`src/rtl/wrb_pkg.sv`:
```
package wrb_pkg;

  // Writable control fields; write-in-progress is supplied from the timer
  typedef struct packed {
    logic vol;   // bank select: 1 = live wiper registers only
    logic run;   // active-low shutdown
    logic od;    // serial output type
  } acr_t;

  localparam acr_t ACR_RESET = '{vol: 1'b0, run: 1'b1, od: 1'b0};

  function automatic logic [7:0] acr_pack(acr_t a, logic wip);
    return {a.vol, a.run, wip, 3'b000, a.od, 1'b0};
  endfunction

endpackage

```
`src/rtl/wrb_nv_store.sv`:
```
module wrb_nv_store #(
  parameter int DW = 8,
  parameter int NCH = 2,
  parameter int NGP = 13,
  parameter int GIW = 4,
  parameter logic [DW-1:0] IVR_RESET = 8'h80
) (
  input  logic                clk,
  input  logic                rst,
  input  logic [NCH-1:0]      ivr_we,
  input  logic                gp_we,
  input  logic [GIW-1:0]      gp_idx,
  input  logic [DW-1:0]       wdata,
  output logic [NCH*DW-1:0]   ivr_flat,
  output logic [DW-1:0]       gp_rdata
);

  logic [DW-1:0] gp_mem [NGP];

  always_ff @(posedge clk) begin
    if (rst) begin
      for (int i = 0; i < NGP; i++) gp_mem[i] <= '0;
    end else if (gp_we) begin
      gp_mem[gp_idx] <= wdata;
    end
  end

  assign gp_rdata = (int'(gp_idx) < NGP) ? gp_mem[gp_idx] : '0;

  for (genvar c = 0; c < NCH; c++) begin : g_ivr
    logic [DW-1:0] ivr_q;
    always_ff @(posedge clk) begin
      if (rst)            ivr_q <= IVR_RESET;
      else if (ivr_we[c]) ivr_q <= wdata;
    end
    assign ivr_flat[c*DW +: DW] = ivr_q;
  end

endmodule

```
`src/rtl/wrb_busy_timer.sv`:
```
module wrb_busy_timer #(
  parameter int CYC = 20,
  parameter int CW  = $clog2(CYC + 1)
) (
  input  logic clk,
  input  logic rst,
  input  logic start,
  output logic busy
);

  logic [CW-1:0] cnt;

  always_ff @(posedge clk) begin
    if (rst)              cnt <= '0;
    else if (start)       cnt <= CW'(CYC);
    else if (cnt != '0)   cnt <= cnt - 1'b1;
  end

  assign busy = (cnt != '0);

endmodule

```
`src/rtl/wrb_channel.sv`:
```
module wrb_channel #(
  parameter int DW = 8,
  parameter logic [DW-1:0] MID = 8'h80
) (
  input  logic          clk,
  input  logic          rst,
  input  logic          pwr_good,
  input  logic          recall,
  input  logic [DW-1:0] recall_val,
  input  logic          ld,
  input  logic [DW-1:0] ld_val,
  input  logic          shut,
  output logic [DW-1:0] wr_q,
  output logic [DW-1:0] code_q,
  output logic          shut_q
);

  always_ff @(posedge clk) begin
    if (rst)            wr_q <= MID;
    else if (!pwr_good) wr_q <= MID;
    else if (recall)    wr_q <= recall_val;
    else if (ld)        wr_q <= ld_val;
  end

  always_ff @(posedge clk) begin
    if (rst) begin
      code_q <= MID;
      shut_q <= 1'b0;
    end else begin
      code_q <= shut ? '0 : wr_q;
      shut_q <= shut;
    end
  end

endmodule

```
`src/rtl/wiper_regbank.sv`:
```
module wiper_regbank
  import wrb_pkg::*;
#(
  parameter int DW = 8,
  parameter int NCH = 2,
  parameter int NGP = 13,
  parameter int AW = 5,
  parameter int BUSY_CYCLES = 2_000_000,
  parameter logic [DW-1:0] MID = 8'h80,
  parameter logic [DW-1:0] IVR_RESET = 8'h80
) (
  input  logic              clk,
  input  logic              rst,
  input  logic              pwr_good,
  input  logic              req_valid,
  input  logic              req_write,
  input  logic [AW-1:0]     req_addr,
  input  logic [DW-1:0]     req_wdata,
  output logic              rsp_valid,
  output logic              rsp_refused,
  output logic [DW-1:0]     rsp_data,
  output logic [NCH*DW-1:0] wiper_code,
  output logic [NCH-1:0]    shdn,
  output logic              sdo_open_drain
);

  localparam int CIW = (NCH > 1) ? $clog2(NCH) : 1;
  localparam int GIW = (NGP > 1) ? $clog2(NGP) : 1;
  localparam logic [AW-1:0] A_GP_LO = AW'(NCH);
  localparam logic [AW-1:0] A_GP_HI = AW'(NCH + NGP - 1);
  localparam logic [AW-1:0] A_ACR   = AW'(1 << (AW - 1));

  // power sequencing
  logic pg_q, up, recall;
  always_ff @(posedge clk) begin
    if (rst) pg_q <= 1'b0;
    else     pg_q <= pwr_good;
  end
  assign up     = pg_q & pwr_good;
  assign recall = pwr_good & ~pg_q;

  // decode
  acr_t acr;
  logic busy;
  logic is_ch, is_gp, is_acr, acr_rd, refuse, acc;
  logic ch_we, gp_we, acr_we, nv_start;
  logic [CIW-1:0] ch_idx;
  logic [GIW-1:0] gp_idx;
  logic [NCH-1:0] ld, ivr_we;

  assign is_ch   = req_addr < A_GP_LO;
  assign is_gp   = (req_addr >= A_GP_LO) && (req_addr <= A_GP_HI);
  assign is_acr  = req_addr == A_ACR;
  assign acr_rd  = !req_write && is_acr;
  assign refuse  = !up || (busy && !acr_rd) || (is_gp && acr.vol);
  assign acc     = req_valid && !refuse;
  assign ch_we   = acc && req_write && is_ch;
  assign gp_we   = acc && req_write && is_gp;
  assign acr_we  = acc && req_write && is_acr;
  assign nv_start = gp_we || (ch_we && !acr.vol);
  assign ch_idx  = req_addr[CIW-1:0];
  assign gp_idx  = GIW'(req_addr - A_GP_LO);

  for (genvar c = 0; c < NCH; c++) begin : g_we
    assign ld[c]     = ch_we && (ch_idx == CIW'(c));
    assign ivr_we[c] = ld[c] && !acr.vol;
  end

  // control register
  always_ff @(posedge clk) begin
    if (rst)         acr <= ACR_RESET;
    else if (acr_we) acr <= '{vol: req_wdata[7], run: req_wdata[6], od: req_wdata[1]};
  end
  assign sdo_open_drain = acr.od;

  // persistent store and busy timer
  logic [NCH*DW-1:0] ivr_flat;
  logic [DW-1:0]     gp_rdata;
  logic [NCH-1:0][DW-1:0] ivr_arr;
  logic [NCH-1:0][DW-1:0] wr_arr;
  logic [NCH*DW-1:0] wr_flat;

  wrb_nv_store #(
    .DW(DW), .NCH(NCH), .NGP(NGP), .GIW(GIW), .IVR_RESET(IVR_RESET)
  ) u_nv (
    .clk(clk), .rst(rst), .ivr_we(ivr_we), .gp_we(gp_we), .gp_idx(gp_idx),
    .wdata(req_wdata), .ivr_flat(ivr_flat), .gp_rdata(gp_rdata)
  );
  assign ivr_arr = ivr_flat;

  wrb_busy_timer #(.CYC(BUSY_CYCLES)) u_busy (
    .clk(clk), .rst(rst), .start(nv_start), .busy(busy)
  );

  // channels
  for (genvar c = 0; c < NCH; c++) begin : g_ch
    logic [DW-1:0] code_c;
    logic          shut_c;
    wrb_channel #(.DW(DW), .MID(MID)) u_ch (
      .clk(clk), .rst(rst), .pwr_good(pwr_good), .recall(recall),
      .recall_val(ivr_arr[c]), .ld(ld[c]), .ld_val(req_wdata),
      .shut(!acr.run), .wr_q(wr_arr[c]), .code_q(code_c), .shut_q(shut_c)
    );
    assign wiper_code[c*DW +: DW] = code_c;
    assign shdn[c] = shut_c;
  end
  assign wr_flat = wr_arr;

  // read path and response
  logic [DW-1:0] rd_val;
  always_comb begin
    rd_val = '0;
    if (is_acr)     rd_val = DW'(acr_pack(acr, busy));
    else if (is_ch) rd_val = acr.vol ? wr_arr[ch_idx] : ivr_arr[ch_idx];
    else if (is_gp) rd_val = gp_rdata;
  end

  always_ff @(posedge clk) begin
    if (rst) begin
      rsp_valid   <= 1'b0;
      rsp_refused <= 1'b0;
      rsp_data    <= '0;
    end else begin
      rsp_valid   <= req_valid;
      rsp_refused <= req_valid && refuse;
      rsp_data    <= (req_valid && !req_write && !refuse) ? rd_val : '0;
    end
  end

endmodule

```
`config.mk`:
```
export PLATFORM = sky130hd
export DESIGN_NAME = wiper_regbank
export DESIGN_NICKNAME = d
export VERILOG_FILES = /design/src/rtl/wrb_pkg.sv /design/src/rtl/wrb_nv_store.sv /design/src/rtl/wrb_busy_timer.sv /design/src/rtl/wrb_channel.sv /design/src/rtl/wiper_regbank.sv
export SDC_FILE = /design/constraint.sdc
export NUM_CORES = 1
export LEC_CHECK = 0
export BUFFER_PORTS_ARGS = -buffer_cell sky130_fd_sc_hd__clkbuf_2
export CAP_MARGIN = 25
export CORE_ASPECT_RATIO = 0.75
export CORE_MARGIN = 2
export CORE_UTILIZATION = 40
export DETAILED_ROUTE_END_ITERATION = 6
export SLEW_MARGIN = 0
export SYNTH_ARGS = -nofsm -noshare
export SYNTH_HDL_FRONTEND = slang
export SYNTH_SLANG_ARGS = --single-unit
export TNS_END_PERCENT = 5
```
`constraint.sdc`:
```
create_clock -name clk -period 5.95 [get_ports clk]
set_input_delay 0.8925 -clock clk [delete_from_list [all_inputs] [get_ports clk]]
set_output_delay 0.8925 -clock clk [all_outputs]
set_load 0.01 [all_outputs]
```
Word level (Yosys, flattened, before mapping)
Memories as Yosys holds them, arrays and structs flattened. Cells that the tools add are included.

Memories kept: 1. Logic and storage cells: 96. Output and inout port bits: 29. Register bits after elaboration: 84. Bits in writable memories: 104. Input bits: 18.

Bitwise operators: 7. Add/subtract/negate cells: 2. Eq/ne operators: 1. Order comparisons: 5. Multiplexer cells: 25. Reduce and logical (&&, ||, !) cells: 36.

Memories: u_nv.gp_mem (words 13, width 8, rd ports 1, clocked after Yosys merged registers in 0, wr ports 13, line wrb_nv_store.sv:18) `logic [DW-1:0] gp_mem [NGP];`.

Operators with widths (number): $mux W8 (16); $mux W21 (2); $reduce_bool A21 Y1 (1); $sub A21 B1 Y21 const B (1); $logic_and A1 B1 Y1 (17); $reduce_or A2 Y1 (4); $reduce_or A8 Y1 (1); $logic_not A1 Y1 (6); $mux W1 (6); $reduce_bool A2 Y1 (3); $eq A5 B5 Y1 const B (1); $ge A5 B2 Y1 const B (1); $le A5 B4 Y1 const B (1); $lt A5 B2 Y1 const B (1); $not A1 Y1 (5); $lt A4 B4 Y1 const B (1); $mux W4 (1); $sub A4 B2 Y4 const B (1); $logic_or A1 B1 Y1 (3); $reduce_or A3 Y1 (1); $and A1 B1 Y1 (2); $lt A1 B2 Y1 const B (1).

Depth between registers and ports, before layout
Gate-level depths: netlist of the first run.

Depth after elaboration: 15. Gate-level depth with buffers: 11. Mapped depth without buffers: 7.

By module
From an unflattened synthesis of the first run, not the netlist that was laid out.

Cell total of the unflattened synthesis: 724. Area total of the unflattened synthesis: 8872.3 um2.

By module, submodules not included: wrb_nv_store (area an instance 5406.4 um2, times used 1, cells each 382, sequential area each 3443.3 um2); wrb_channel (area an instance 680.7 um2, times used 2, cells each 57, sequential area each 340.3 um2); wrb_busy_timer (area an instance 1104.8 um2, times used 1, cells each 126, sequential area each 420.4 um2); wiper_regbank (area an instance 999.7 um2, times used 1, cells each 102, sequential area each 280.3 um2).

Least setup slack after synthesis of the first run
OpenSTA, ideal clock, no wires.

Path type: input -> register. Start: input req_addr[1]. End: memory u_nv.gp_mem[9][0] (enable). Path buffers: 2. Arrival time: 3.539 ns. Slack: 2.027 ns. Data required time: 5.566 ns. Setup time: 0.384 ns. Stages: 9. Cells stage by stage: clkbuf_1 > clkbuf_1 > inv_1 > ha_1 > nand2b_1 > o2111ai_1 > nor4_4 > nand3_4 > o21ai_0.

RTL lines: start: declaration (line wiper_regbank.sv:17) `input logic [AW-1:0] req_addr,`; end: declaration (line wrb_nv_store.sv:18).

==> results by group, run 1 <==
Status
  • Status: completed

Layout
  • Number of standard cells in the layout, taps in and fillers out: approximately 1100
  • Commonest cells after routing, fill and taps aside: 141 x sky130_fd_sc_hd__nor2_1, 128 x sky130_fd_sc_hd__edfxtp_1, 84 x sky130_fd_sc_hd__dfxtp_1
  • Number of filler cells placed in the layout: around 2200
  • Register cell area after layout: roughly 5500 sq um
  • Net count of the finished layout: about 840
  • Layout Cell Area excl Fill: approximately 11000 sq um
  • Number of antenna cells inserted: 0
  • Area of the multi-input gates: ~3600 sq um
  • Synthesis-to-finish area growth: 12.25%
  • Most frequent standard cell in the layout excluding fill and tap cells: sky130_fd_sc_hd__nor2_1
  • Final Util: roughly 46%
  • Share of layout cells above drive strength 1: about 18%

Detailed routing
  • Number of DRC markers after the initial detailed-route iteration: between 700 and 800
  • Antenna Violating Nets Remaining: 0
  • First-pass detailed-route iteration total: 5
  • Drt total wl: between 20000 and 25000 um
  • DRC violations left: 0
  • Post-DR wirelength/cell: 20.92 um
  • Detail-routed via count per cell: roughly 5.6
  • Via count of the routed design: between 6000 and 7000

CTS
  • Number of gates resized after CTS: 0
  • Number of buffers created by CTS: 22
  • TritonCTS clock tree: built
  • Number of clock sinks: approximately 210
  • Insertion delay to the later sink of the worst-skew pair: 0.51 ns
  • CTS root buffer: sky130_fd_sc_hd__clkbuf_16
  • Number of hold-repair buffers added at the cts stage: 0
  • H-tree depth: 1
  • Clock buffer depth: 3
  • Clock input transition at the sequential cells of the worst setup and hold paths: around 0.06 ns
  • Number of post-CTS setup repair buffers: 0

Yosys
  • Largest family of logic cells by synthesized area: simple AND/OR/NAND/NOR gates
  • Fraction of the yosys area taken by sequential cells: between 50% and 60%
  • Multiplexer share of the synthesized area: around an eighth
  • Commonest register cell after synthesis: sky130_fd_sc_hd__edfxtp_1
  • Xor-xnor portion of the synthesized cell area: approximately 1.3%
  • Number of enable-type register cells in the synthesized netlist: between 100 and 150
  • Share of the synthesized area in compound gates (AO/OA/AOI/OAI): 6.844%
  • Cells after Synth: ~800
  • Flop and latch count out of synthesis: 212
  • Net count after synthesis: between 800 and 900
  • Share of synthesized cell area in full adder, half adder and majority cells: less than 1%
  • Simple-Gate Fraction of Synth Area: 17.06%
  • Average instance area after synthesis: roughly 12 sq um
  • Proportion of synthesized flip-flops having asynchronous set or reset: 0%
  • Number of warnings printed during yosys synthesis: 0
  • Post-synth design cell area: around 9400 sq um
  • Post-synthesis cell type count: between 50 and 60

Floorplan
  • Initial core utilization: slightly above 40%
  • Area of the die: around 25000 sq um
  • Number of placement rows: 48
  • I/O pin count: 47
  • Die outline height: ~140 um
  • Core area: roughly 23000 sq um
  • Die boundary width: roughly 180 um

Timing
  • Final setup violation count: 0
  • Maximum clock skew at final layout: 0.009648 ns
  • Setup repair after global routing missed its margin: false
  • Post-route fraction of the period consumed by the critical path: between 60% and 70%
  • Fmax achieved: 247.1 MHz
  • Final-report max-slew violation count: 0
  • Slew headroom: a little under a third
  • Worst Slack Setup Final: 1.903 ns
  • Minimum period implied by the final worst setup slack: between 4 and 5 ns
  • Setup TNS: 0 ns
  • Final hold violation count: 0
  • Slew at the pin closest to its max-slew limit: roughly 1.0 ns

Power and ir drop
  • Power density over cell area: 359.3 nW/um^2
  • Peak ir drop on the vdd network: between 0.2 and 0.25 mV
  • Static Leakage: roughly 0.0038 uW

Critical path
  • Critical Path Max Stage Delay: between 0.9 and 1 ns
  • Critical path data required time: around 6.1 ns
  • Worst-path fanout max: 28
  • Ordered cell list for the critical path: clkbuf_2, inv_1, ha_1, nand2b_1, o211ai_1, nor2b_1, nand4_4, o21ai_0
  • Type of element launching the critical path: input port
  • Start-to-end type of the worst setup path: input port to register
  • Critical path's slowest cell: sky130_fd_sc_hd__o21ai_0
  • Data arrival time of the critical path: approximately 4.2 ns
  • Crit path capture type: register

Placed design
  • Area post-placement: ~10000 sq um
  • # placed instances: 1088
  • HPWL after DPL: between 15000 and 20000 um
  • Routability congestion estimate from global placement: 0.8397
  • Input/output buffers: between 40 and 50
  • Pre-CTS setup slack: roughly 1.4 ns

GRT
  • Maximum number of pins on one net before global-route repair: 42
  • First-pass GRT wire length: between 30000 and 40000 um
  • Number of antenna violations at the first check in global routing: 1
  • Total track usage: roughly a fifth
  • Via count of the first global-routing pass: just over 6000
  • Gr ovfl total: 0

Job
  • Count of max-cap constraint violations: 0

Hold path
  • Class of the tightest hold or removal check: register to register
==> worst max-delay path: cells and delay by family <==
kind / cells / cell delay (ns)
compound gates: 2 / 1.30
fa+ha+maj: 1 / 0.27
buf+inv: 2 / 0.55
simple gates: 3 / 1.13
==> cells in the mapped netlist (4+ instances only) <==
cell                       number  area (sq um)
sky130_fd_sc_hd__nor3_1        17         85.08
sky130_fd_sc_hd__buf_2         17         85.08
sky130_fd_sc_hd__a22oi_1       14         105.1
sky130_fd_sc_hd__xor2_1         5         43.79
sky130_fd_sc_hd__nand2b_1       4         25.02
sky130_fd_sc_hd__and2_1        15         93.84
sky130_fd_sc_hd__xnor2_1        9         78.83
sky130_fd_sc_hd__clkbuf_1      26         97.59
sky130_fd_sc_hd__mux2i_1       25         250.2
sky130_fd_sc_hd__nand3_1        7         35.03
sky130_fd_sc_hd__o21ai_0       34         170.2
sky130_fd_sc_hd__o211ai_1       4         30.03
sky130_fd_sc_hd__mux4_2        40         900.9
sky130_fd_sc_hd__buf_6          5         56.30
sky130_fd_sc_hd__nor4b_1        4         35.03
sky130_fd_sc_hd__nor2_1       141         529.3
sky130_fd_sc_hd__inv_1          9         33.78
sky130_fd_sc_hd__a211oi_1       5         37.54
sky130_fd_sc_hd__and3_1        10         62.56
sky130_fd_sc_hd__edfxtp_1     128          3844
sky130_fd_sc_hd__a31oi_1        7         43.79
sky130_fd_sc_hd__nor2b_1        6         37.54
sky130_fd_sc_hd__a21oi_1       25         125.1
sky130_fd_sc_hd__nor3b_1        9         67.56
sky130_fd_sc_hd__ha_1           5         62.56
sky130_fd_sc_hd__dfxtp_1       84          1682
sky130_fd_sc_hd__nand4_1        4         25.02
sky130_fd_sc_hd__buf_4          4         30.03
sky130_fd_sc_hd__nor4_1         6         37.54
sky130_fd_sc_hd__nand2_1       69         259.0
==> per-layer routing <==
metal	up-vias	wire length, um	GRT usage (%)
met3	30	1973	4.258
met1	3101	11120	29.07
li1	2931	-	-
met5	-	0	0
met2	237	10130	28.80
met4	0	437	4.472
==> metrics by stage <==
stage / power, uW / hold WS, ns
detailed placement: 2511 / 0.4798
finish: 3798 / 0.4894
global route: 3976 / 0.4968
CTS: 3818 / 0.4912
global placement: 2509 / 0.4793
floorplan: 2347 / 0.4320
==> power breakdown <==
group / internal, uW / leakage, uW / switching [uW] / total (uW)
sequential: 1640 / 0.00197 / 87.7 / 1730
clock: 751 / 0.000331 / 556 / 1310
combinational: 271 / 0.00152 / 490 / 761
total: 2660 / 0.00383 / 1130 / 3800
==> cell families after synthesis <==
group | after synthesis
AO/OA/AOI/OAI | 105
XOR/XNOR | 14
adder cells (fa/ha/maj) | 5
buffers and inverters | 61
flip-flops | 212
multiplexers | 65
AND/OR/NAND/NOR | 317
==> final timing paths <==
check / start / to / slack (ns) / cells past startpoint
max: req_addr[1] / u_nv.gp_mem[2][5]$_SDFFCE_PN0P_ / 1.90 / 8
max reg2reg: u_busy.cnt[8]$_SDFFE_PP0P_ / u_nv.gp_mem[5][3]$_SDFFCE_PN0P_ / 2.28 / 6
min: g_ch[0].u_ch.wr_q[2]$_SDFFE_PP0P_ / g_ch[0].u_ch.code_q[2]$_SDFF_PP0_ / 0.49 / 1
min reg2reg: g_ch[0].u_ch.wr_q[2]$_SDFFE_PP0P_ / g_ch[0].u_ch.code_q[2]$_SDFF_PP0_ / 0.49 / 1
==> area by class of cell <==
class,instances,share of cell area (%)
Clock buffer,37,6.215
Clock inverter,3,0.2368
Inverter,9,0.3196
Multi-Input combinational cell,506,33.94
Sequential cell,212,52.28
Tap cell,300,3.552
Timing Repair Buffer,64,3.457
==> registers in the layout, summed over array words and instances (netlist names), 2 cells and up <==
signal / cells
acr: 2
u_busy.cnt: 21
g_ch.u_ch.code_q: 16
rsp_data: 8
u_nv.gp_mem: 128
u_nv.g_ivr.ivr_q: 16
g_ch.u_ch.wr_q: 16
Power figures use the tool's default switching activity.
==> inputs of run 2 (changes only) <==
ABC_AREA = 1   (was unset)
clock period = 3.65 ns   (was 5.95 ns; I/O delays follow)
==> run 2 against run 1 <==
Against the previous run: non-clock buffer count up 1; register-to-register slack worse by 1.4 ns; clock power up 48%; final area about the same; sequential power up 59%; synthesized area about the same; via count up 17%; synthesized cell count up 34%; critical path depth up 4; setup slack worse by 0.99 ns; hold slack worse by 0.19 ns.
==> results by group, run 2 <==
Timing
  • Setup repair after global routing missed its margin: false
  • Tightest hold margin: between 0.2 and 0.3 ns
  • Post-route fraction of the period consumed by the critical path: between 70% and 80%
  • Slew at the pin closest to its max-slew limit: 0.8423 ns
  • Slew headroom: between 40% and 50%
  • Setup TNS: 0 ns
  • Final setup violation count: 0
  • Final-report max-slew violation count: 0
  • Maximum clock skew at final layout: 0.02895 ns
  • Fmax achieved: around 370 MHz
  • Final hold violation count: 0
  • Minimum period implied by the final worst setup slack: between 2 and 3 ns

Layout
  • Layout Cell Area excl Fill: roughly 11000 sq um
  • Number of antenna cells inserted: 0
  • Synthesis-to-finish area growth: 12.13%
  • Largest registers: u_nv.gp_mem (128), u_busy.cnt (21)
  • Number of standard cells in the layout, taps in and fillers out: between 1000 and 1500
  • Net count of the finished layout: between 1000 and 1500
  • Share of layout cells above drive strength 1: between 10% and 20%
  • Most flops, register: u_nv.gp_mem
  • Most frequent standard cell in the layout excluding fill and tap cells: sky130_fd_sc_hd__nand2_1
  • Largest register FFs: about 130
  • Commonest cells after routing, fill and taps aside: 212 x sky130_fd_sc_hd__nand2_1, 200 x sky130_fd_sc_hd__nor2_1, 128 x sky130_fd_sc_hd__edfxtp_1
  • Final Util: approximately 46%

Critical path
  • Critical path's slowest cell: sky130_fd_sc_hd__nand2_1
  • Top cell by count, worst path: sky130_fd_sc_hd__nand2_1
  • Buffering stage count on the worst path with inverters included: 1
  • Critical Path Max Stage Delay: 0.34 ns
  • Crit path capture type: register
  • Worst-path fanout max: 9
  • Ordered cell list for the critical path: inv_1, ha_1, nand2_1, nor2_2, nand3_2, nand2_1, nand2_2, nor2_4, nand3_4, nor2_4, nand2_2, nand2_1
  • Data arrival time of the critical path: between 2 and 3 ns
  • Critical path data required time: approximately 3.8 ns
  • Type of element launching the critical path: register
  • Start-to-end type of the worst setup path: register to register
  • Crit-path leading delay family: simple AND/OR/NAND/NOR gates

Hold path
  • Class of the tightest hold or removal check: input port to register

GRT
  • First-pass GRT wire length: between 30000 and 40000 um
  • Gr ovfl total: 0
  • Maximum number of pins on one net before global-route repair: 34
  • Total track usage: 19.82%
  • Number of antenna violations at the first check in global routing: 0
  • Via count of the first global-routing pass: approximately 6700

Detailed routing
  • Number of DRC markers after the initial detailed-route iteration: just over 700
  • Antenna Violating Nets Remaining: 0
  • Via count of the routed design: around 7400
  • First-pass detailed-route iteration total: 6
  • Post-DR wirelength/cell: ~18 um
  • Detail-routed via count per cell: between 5 and 6
  • DRC violations left: 0
  • Drt total wl: 24640 um

CTS
  • H-tree depth: 1
  • Clock input transition at the sequential cells of the worst setup and hold paths: 0.06 ns
  • Number of post-CTS setup repair buffers: 0
  • Number of hold-repair buffers added at the cts stage: 0
  • Clock buffer depth: 3
  • Insertion delay to the later sink of the worst-skew pair: 0.52 ns
  • CTS root buffer: sky130_fd_sc_hd__clkbuf_16
  • Number of gates resized after CTS: 0
  • TritonCTS clock tree: built
  • Number of buffers created by CTS: 21
  • Number of clock sinks: around 210

Placed design
  • Routability congestion estimate from global placement: 0.8482
  • Input/output buffers: between 40 and 50
  • # placed instances: 1362
  • Area post-placement: around 10000 sq um
  • HPWL after DPL: roughly 17000 um

Power and ir drop
  • Static Leakage: between 0.004 and 0.005 uW
  • Clock power share: approximately 33%
  • Combinational group share of total power: between 10% and 20%
  • Sequential fraction of design power: 46.9%
  • Power density over cell area: 555.8 nW/um^2
  • Cell-internal power: roughly 4100 uW
  • Switching Fraction: a little under a third
  • Peak ir drop on the vdd network: about 0.25 mV
  • Sw power: about 1800 uW

Floorplan
  • Core area: between 20000 and 25000 sq um
  • Die outline height: roughly 140 um
  • I/O pin count: 47
  • Initial core utilization: approximately two fifths
  • Area of the die: about 25000 sq um
  • Die boundary width: ~180 um
  • Number of placement rows: 48

Yosys
  • Number of enable-type register cells in the synthesized netlist: around 130
  • Proportion of synthesized flip-flops having asynchronous set or reset: 0%
  • Commonest register cell after synthesis: sky130_fd_sc_hd__edfxtp_1
  • Post-synthesis cell type count: 36
  • Number of warnings printed during yosys synthesis: 0
  • Share of the synthesized area in the top cell type: 40.82%
  • Average instance area after synthesis: ~9.0 sq um
  • Net count after synthesis: between 1000 and 1500
  • Dominant cells by area after synthesis: sky130_fd_sc_hd__edfxtp_1 41%, sky130_fd_sc_hd__dfxtp_1 18%, sky130_fd_sc_hd__nand2_1 8.5%
  • Ranking of synthesized cells by instance count: 212 x sky130_fd_sc_hd__nand2_1, 201 x sky130_fd_sc_hd__nor2_1, 128 x sky130_fd_sc_hd__edfxtp_1
  • Most repeated cell in the gate-level netlist after synthesis: sky130_fd_sc_hd__nand2_1
  • Post-synth design cell area: about 9400 sq um
  • Flop and latch count out of synthesis: 212
  • Post-synthesis cell type with the largest combined area: sky130_fd_sc_hd__edfxtp_1
  • Fraction of the yosys area taken by sequential cells: 58.68%
  • Cells after Synth: between 1000 and 1500

Status
  • Status: completed

Job
  • Count of max-cap constraint violations: 0
[run 2: changes by cell type after synthesis, moves of 9 or more]
cell	before	now
sky130_fd_sc_hd__a22oi_1	14	64
sky130_fd_sc_hd__mux2i_1	25	0
sky130_fd_sc_hd__and3_1	10	0
sky130_fd_sc_hd__nand2_2	0	16
sky130_fd_sc_hd__buf_2	17	8
sky130_fd_sc_hd__mux4_2	40	0
sky130_fd_sc_hd__a21oi_1	25	49
sky130_fd_sc_hd__nand3_1	7	37
sky130_fd_sc_hd__nor2_1	141	201
sky130_fd_sc_hd__and2_1	15	0
sky130_fd_sc_hd__nand2_1	69	212
sky130_fd_sc_hd__inv_1	9	94
sky130_fd_sc_hd__nand4_1	4	16
[run 2: path summary, 6_finish.rpt]
check	from	endpoint	slack, ns	depth (start not counted)
max	u_busy.cnt[0]$_SDFFE_PP0P_	u_nv.gp_mem[12][6]$_SDFFCE_PN0P_	0.92	12
min	rst	g_ch[0].u_ch.shut_q$_SDFF_PP0_	0.30	2
max reg2reg	u_busy.cnt[0]$_SDFFE_PP0P_	u_nv.gp_mem[12][6]$_SDFFCE_PN0P_	0.92	12
min reg2reg	g_ch[1].u_ch.wr_q[0]$_SDFFE_PP0P_	g_ch[1].u_ch.code_q[0]$_SDFF_PP0_	0.45	2
[run 2: power by group through the flow]
stage | clock (uW) | sequential [uW] | combinational, uW
after floorplan | 0 | 2780 | 884
after global placement | 0 | 2800 | 1150
after detailed placement | 0 | 2800 | 1160
after CTS | 1970 | 2750 | 1160
after global routing | 2050 | 2770 | 1330
final | 1940 | 2750 | 1170
[run 2: metrics by stage]
step	worst slack [ns]	total power (uW)
2_1_floorplan	0.9525	3662
3_3_place_gp	0.5717	3956
3_5_place_dp	0.4814	3961
4_1_cts	0.9321	5885
5_1_grt	0.6775	6154
6_report	0.9172	5868
[run 2: logic make-up after synthesis]
kind of cell / synth area share, %
AOI/OAI and AO/OA: 10.67
and+or+nand+nor: 23.43
adders and majority gates: 0.6644
buffers and inverters: 6.006
DFF: 58.68
xor gates and xnor gates: 0.5581
[run 2: cell type report]
cell class	instances	area, sq um
fill	2257	12500
sequential	212	5525
multi-input combinational	687	3333
clock buffer	31	563.0
tap	300	375.4
timing repair buffer	65	372.9
inverter	98	367.9
clock inverter	4	21.27
[run 2: per-layer routing]
metal  global-route usage (%)  wire, um  vias to the layer above
li1                         -         -                     3581
met3                    3.965      1952                       33
met1                    31.14     12330                     3487
met2                    28.10      9980                      272
met5                        0         0                        -
met4                    3.749       373                        0
==> inputs of run 3 (changes only) <==
clock period = 2.8 ns   (was 3.65 ns; I/O delays follow)
==> run 3 against run 2 <==
Against the previous run: die area stayed put; sequential share of layout area is 1.7 points lower; flip-flop and latch count did not move; highest routed layer unchanged; critical path depth unchanged; clock skew fell by 0.019 ns; final cell count rose by 1.9%; wire length is 3.3% higher; power rose by 41%; setup slack got worse by 0.54 ns; via count increased by 1.5%; critical endpoint is now u_nv.gp_mem[3][6]$_SDFFCE_PN0P_; utilization up 1.5 points; combinational power grew 33%.
==> results by group, run 3 (synthesis results as in run 2) <==
Detailed routing
  • Highest metal layer with signal wires: met4
  • Wire length on met1: approximately 13000 um
  • Drt total wl: between 20000 and 30000 um
  • Detail-routed via count per cell: 5.258
  • Number of DRC markers after the initial detailed-route iteration: around 800
  • Post-DR wirelength/cell: ~18 um
  • Met2 Routed Length: a little over 10000 um
  • Antenna Violating Nets Remaining: 0
  • DRC violations left: 0
  • DR WL met3: approximately 2200 um
  • First-pass detailed-route iteration total: 6
  • Via count of the routed design: about 7500

CTS
  • Number of buffers created by CTS: 22
  • Clock input transition at the sequential cells of the worst setup and hold paths: roughly 0.060 ns
  • Clock buffer depth: 3
  • Number of post-CTS setup repair buffers: 0
  • Number of hold-repair buffers added at the cts stage: 0
  • Insertion delay to the later sink of the worst-skew pair: just over 0.5 ns
  • Number of clock sinks: 212
  • H-tree depth: 1
  • Number of gates resized after CTS: 0
  • CTS root buffer: sky130_fd_sc_hd__clkbuf_16
  • TritonCTS clock tree: built

Floorplan
  • Area of the die: between 20000 and 25000 sq um
  • Die boundary width: between 150 and 200 um
  • Die outline height: 136.9 um
  • Initial core utilization: 40.83%
  • I/O pin count: 47
  • Number of placement rows: 48
  • Core area: around 23000 sq um

Critical path
  • Data arrival time of the critical path: around 2.6 ns
  • Top cell by count, worst path: sky130_fd_sc_hd__nand2_1
  • Critical path's slowest cell: sky130_fd_sc_hd__dfxtp_1
  • Start-to-end type of the worst setup path: register to register
  • Critical path data required time: a little under 3 ns
  • Critical Path Max Stage Delay: around 0.31 ns
  • Type of element launching the critical path: register
  • Worst-path fanout max: 9
  • Ordered cell list for the critical path: inv_1, ha_1, nand2_1, nor2_2, nand3_2, nand2_1, nand2_2, nor2_4, nand3_4, nor2_4, nand2_2, nand2_1
  • Crit path capture type: register

Timing
  • Final hold violation count: 0
  • Final setup violation count: 0
  • Setup TNS: 0 ns
  • Worst Slack Setup Final: around 0.38 ns
  • Setup repair after global routing missed its margin: false
  • Post-route fraction of the period consumed by the critical path: ~87%
  • Final-report max-slew violation count: 0
  • Maximum clock skew at final layout: approximately 0.0096 ns
  • Slew at the pin closest to its max-slew limit: about 0.82 ns
  • Slew headroom: between 40% and 50%
  • Minimum period implied by the final worst setup slack: between 2 and 2.5 ns
  • Fmax achieved: 412.8 MHz

Placed design
  • Routability congestion estimate from global placement: 0.8840
  • HPWL after DPL: about 18000 um
  • Pre-CTS setup slack: ~0.077 ns
  • Input/output buffers: 46
  • Area post-placement: a little over 10000 sq um

Layout
  • Commonest cells after routing, fill and taps aside: 212 x sky130_fd_sc_hd__nand2_1, 200 x sky130_fd_sc_hd__nor2_1, 128 x sky130_fd_sc_hd__edfxtp_1
  • Net count of the finished layout: roughly 1100
  • Synthesis-to-finish area growth: 15.92%
  • Most flops, register: u_nv.gp_mem
  • Share of layout cells above drive strength 1: between 10% and 20%
  • Largest registers: u_nv.gp_mem (128), u_busy.cnt (21)
  • Layout Cell Area excl Fill: approximately 11000 sq um
  • Number of antenna cells inserted: 0
  • Number of filler cells placed in the layout: 2238
  • Most frequent standard cell in the layout excluding fill and tap cells: sky130_fd_sc_hd__nand2_1
  • Largest register FFs: 128

GRT
  • Total track usage: between 20% and 30%
  • Via count of the first global-routing pass: slightly below 7000
  • First-pass GRT wire length: approximately 40000 um
  • Maximum number of pins on one net before global-route repair: 38
  • Number of antenna violations at the first check in global routing: 0
  • Gr ovfl total: 0

Power and ir drop
  • Static Leakage: between 0.004 and 0.005 uW
  • Peak ir drop on the vdd network: 0.5009 mV
  • Power density over cell area: 756.1 nW/um^2

Job
  • Count of max-cap constraint violations: 0

Hold path
  • Class of the tightest hold or removal check: input port to register

Status
  • Status: completed
run 3: cell types whose count changed in the layout (fill, tap and decap cells not counted), sizes merged:
cell,change
buf,+22
bufinv,+3
clkbuf,-3
clkinv,+1
clkinvlp,+2
inv,+2
run 3: path summary, 6_finish.rpt:
check                                                       start                                end  slack (ns)  cells past startpoint
worst max-delay path                   u_busy.cnt[0]$_SDFFE_PP0P_    u_nv.gp_mem[3][6]$_SDFFCE_PN0P_        0.38                     12
worst min-delay path                                          rst     g_ch[0].u_ch.shut_q$_SDFF_PP0_        0.15                      2
worst min register to register  g_ch[1].u_ch.wr_q[0]$_SDFFE_PP0P_  g_ch[1].u_ch.code_q[0]$_SDFF_PP0_        0.44                      2
worst max register to register         u_busy.cnt[0]$_SDFFE_PP0P_    u_nv.gp_mem[3][6]$_SDFFCE_PN0P_        0.38                     12
run 3: layout make-up:
cell class                      instances  area [sq um]  area share (%)
Sequential cell                       212          5525           50.62
Multi-Input combinational cell        687          3333           30.54
Clock buffer                           28         635.6           5.823
Timing Repair Buffer                   87         538.0           4.929
Tap cell                              300         375.4           3.439
Inverter                               98         367.9           3.370
Clock inverter                         12         140.1           1.284
run 3: through the flow:
| stage | power, uW | std cells | util (%) | hold WS [ns] |
|---|---|---|---|---|
| 2_1_floorplan | 4773 | 1043 | - | 0.4189 |
| 3_3_place_gp | 5188 | 1384 | 43.97 | 0.4315 |
| 3_5_place_dp | 5195 | 1384 | 43.97 | 0.4318 |
| 4_1_cts | 8295 | 1424 | 47.33 | 0.1345 |
| 5_1_grt | 8672 | 1424 | 47.33 | 0.1512 |
| 6_report | 8253 | 1424 | 47.33 | 0.1515 |
run 3: power breakdown:
group / switching, uW / internal [uW] / leakage, uW / total (uW)
logic: 1050 / 505 / 0.00234 / 1560
clock network: 1220 / 1890 / 0.000383 / 3110
registers: 116 / 3470 / 0.00197 / 3590
total: 2390 / 5870 / 0.00469 / 8250
run 3: critical path, delay by kind of cell, from the launching register on:
| kind | cells | cell delay, ns |
|---|---|---|
| flip-flops | 1 | 0.31 |
| AND/OR/NAND/NOR | 10 | 1.47 |
| adder cells (fa/ha/maj) | 1 | 0.19 |
| buffers and inverters | 1 | 0.13 |
run 3: metal layers:
layer	global-route usage [%]	vias up
li1	-	3614
met1	33.32	3524
met2	29.01	313
met3	3.406	36
met4	4.336	0
met5	0	-
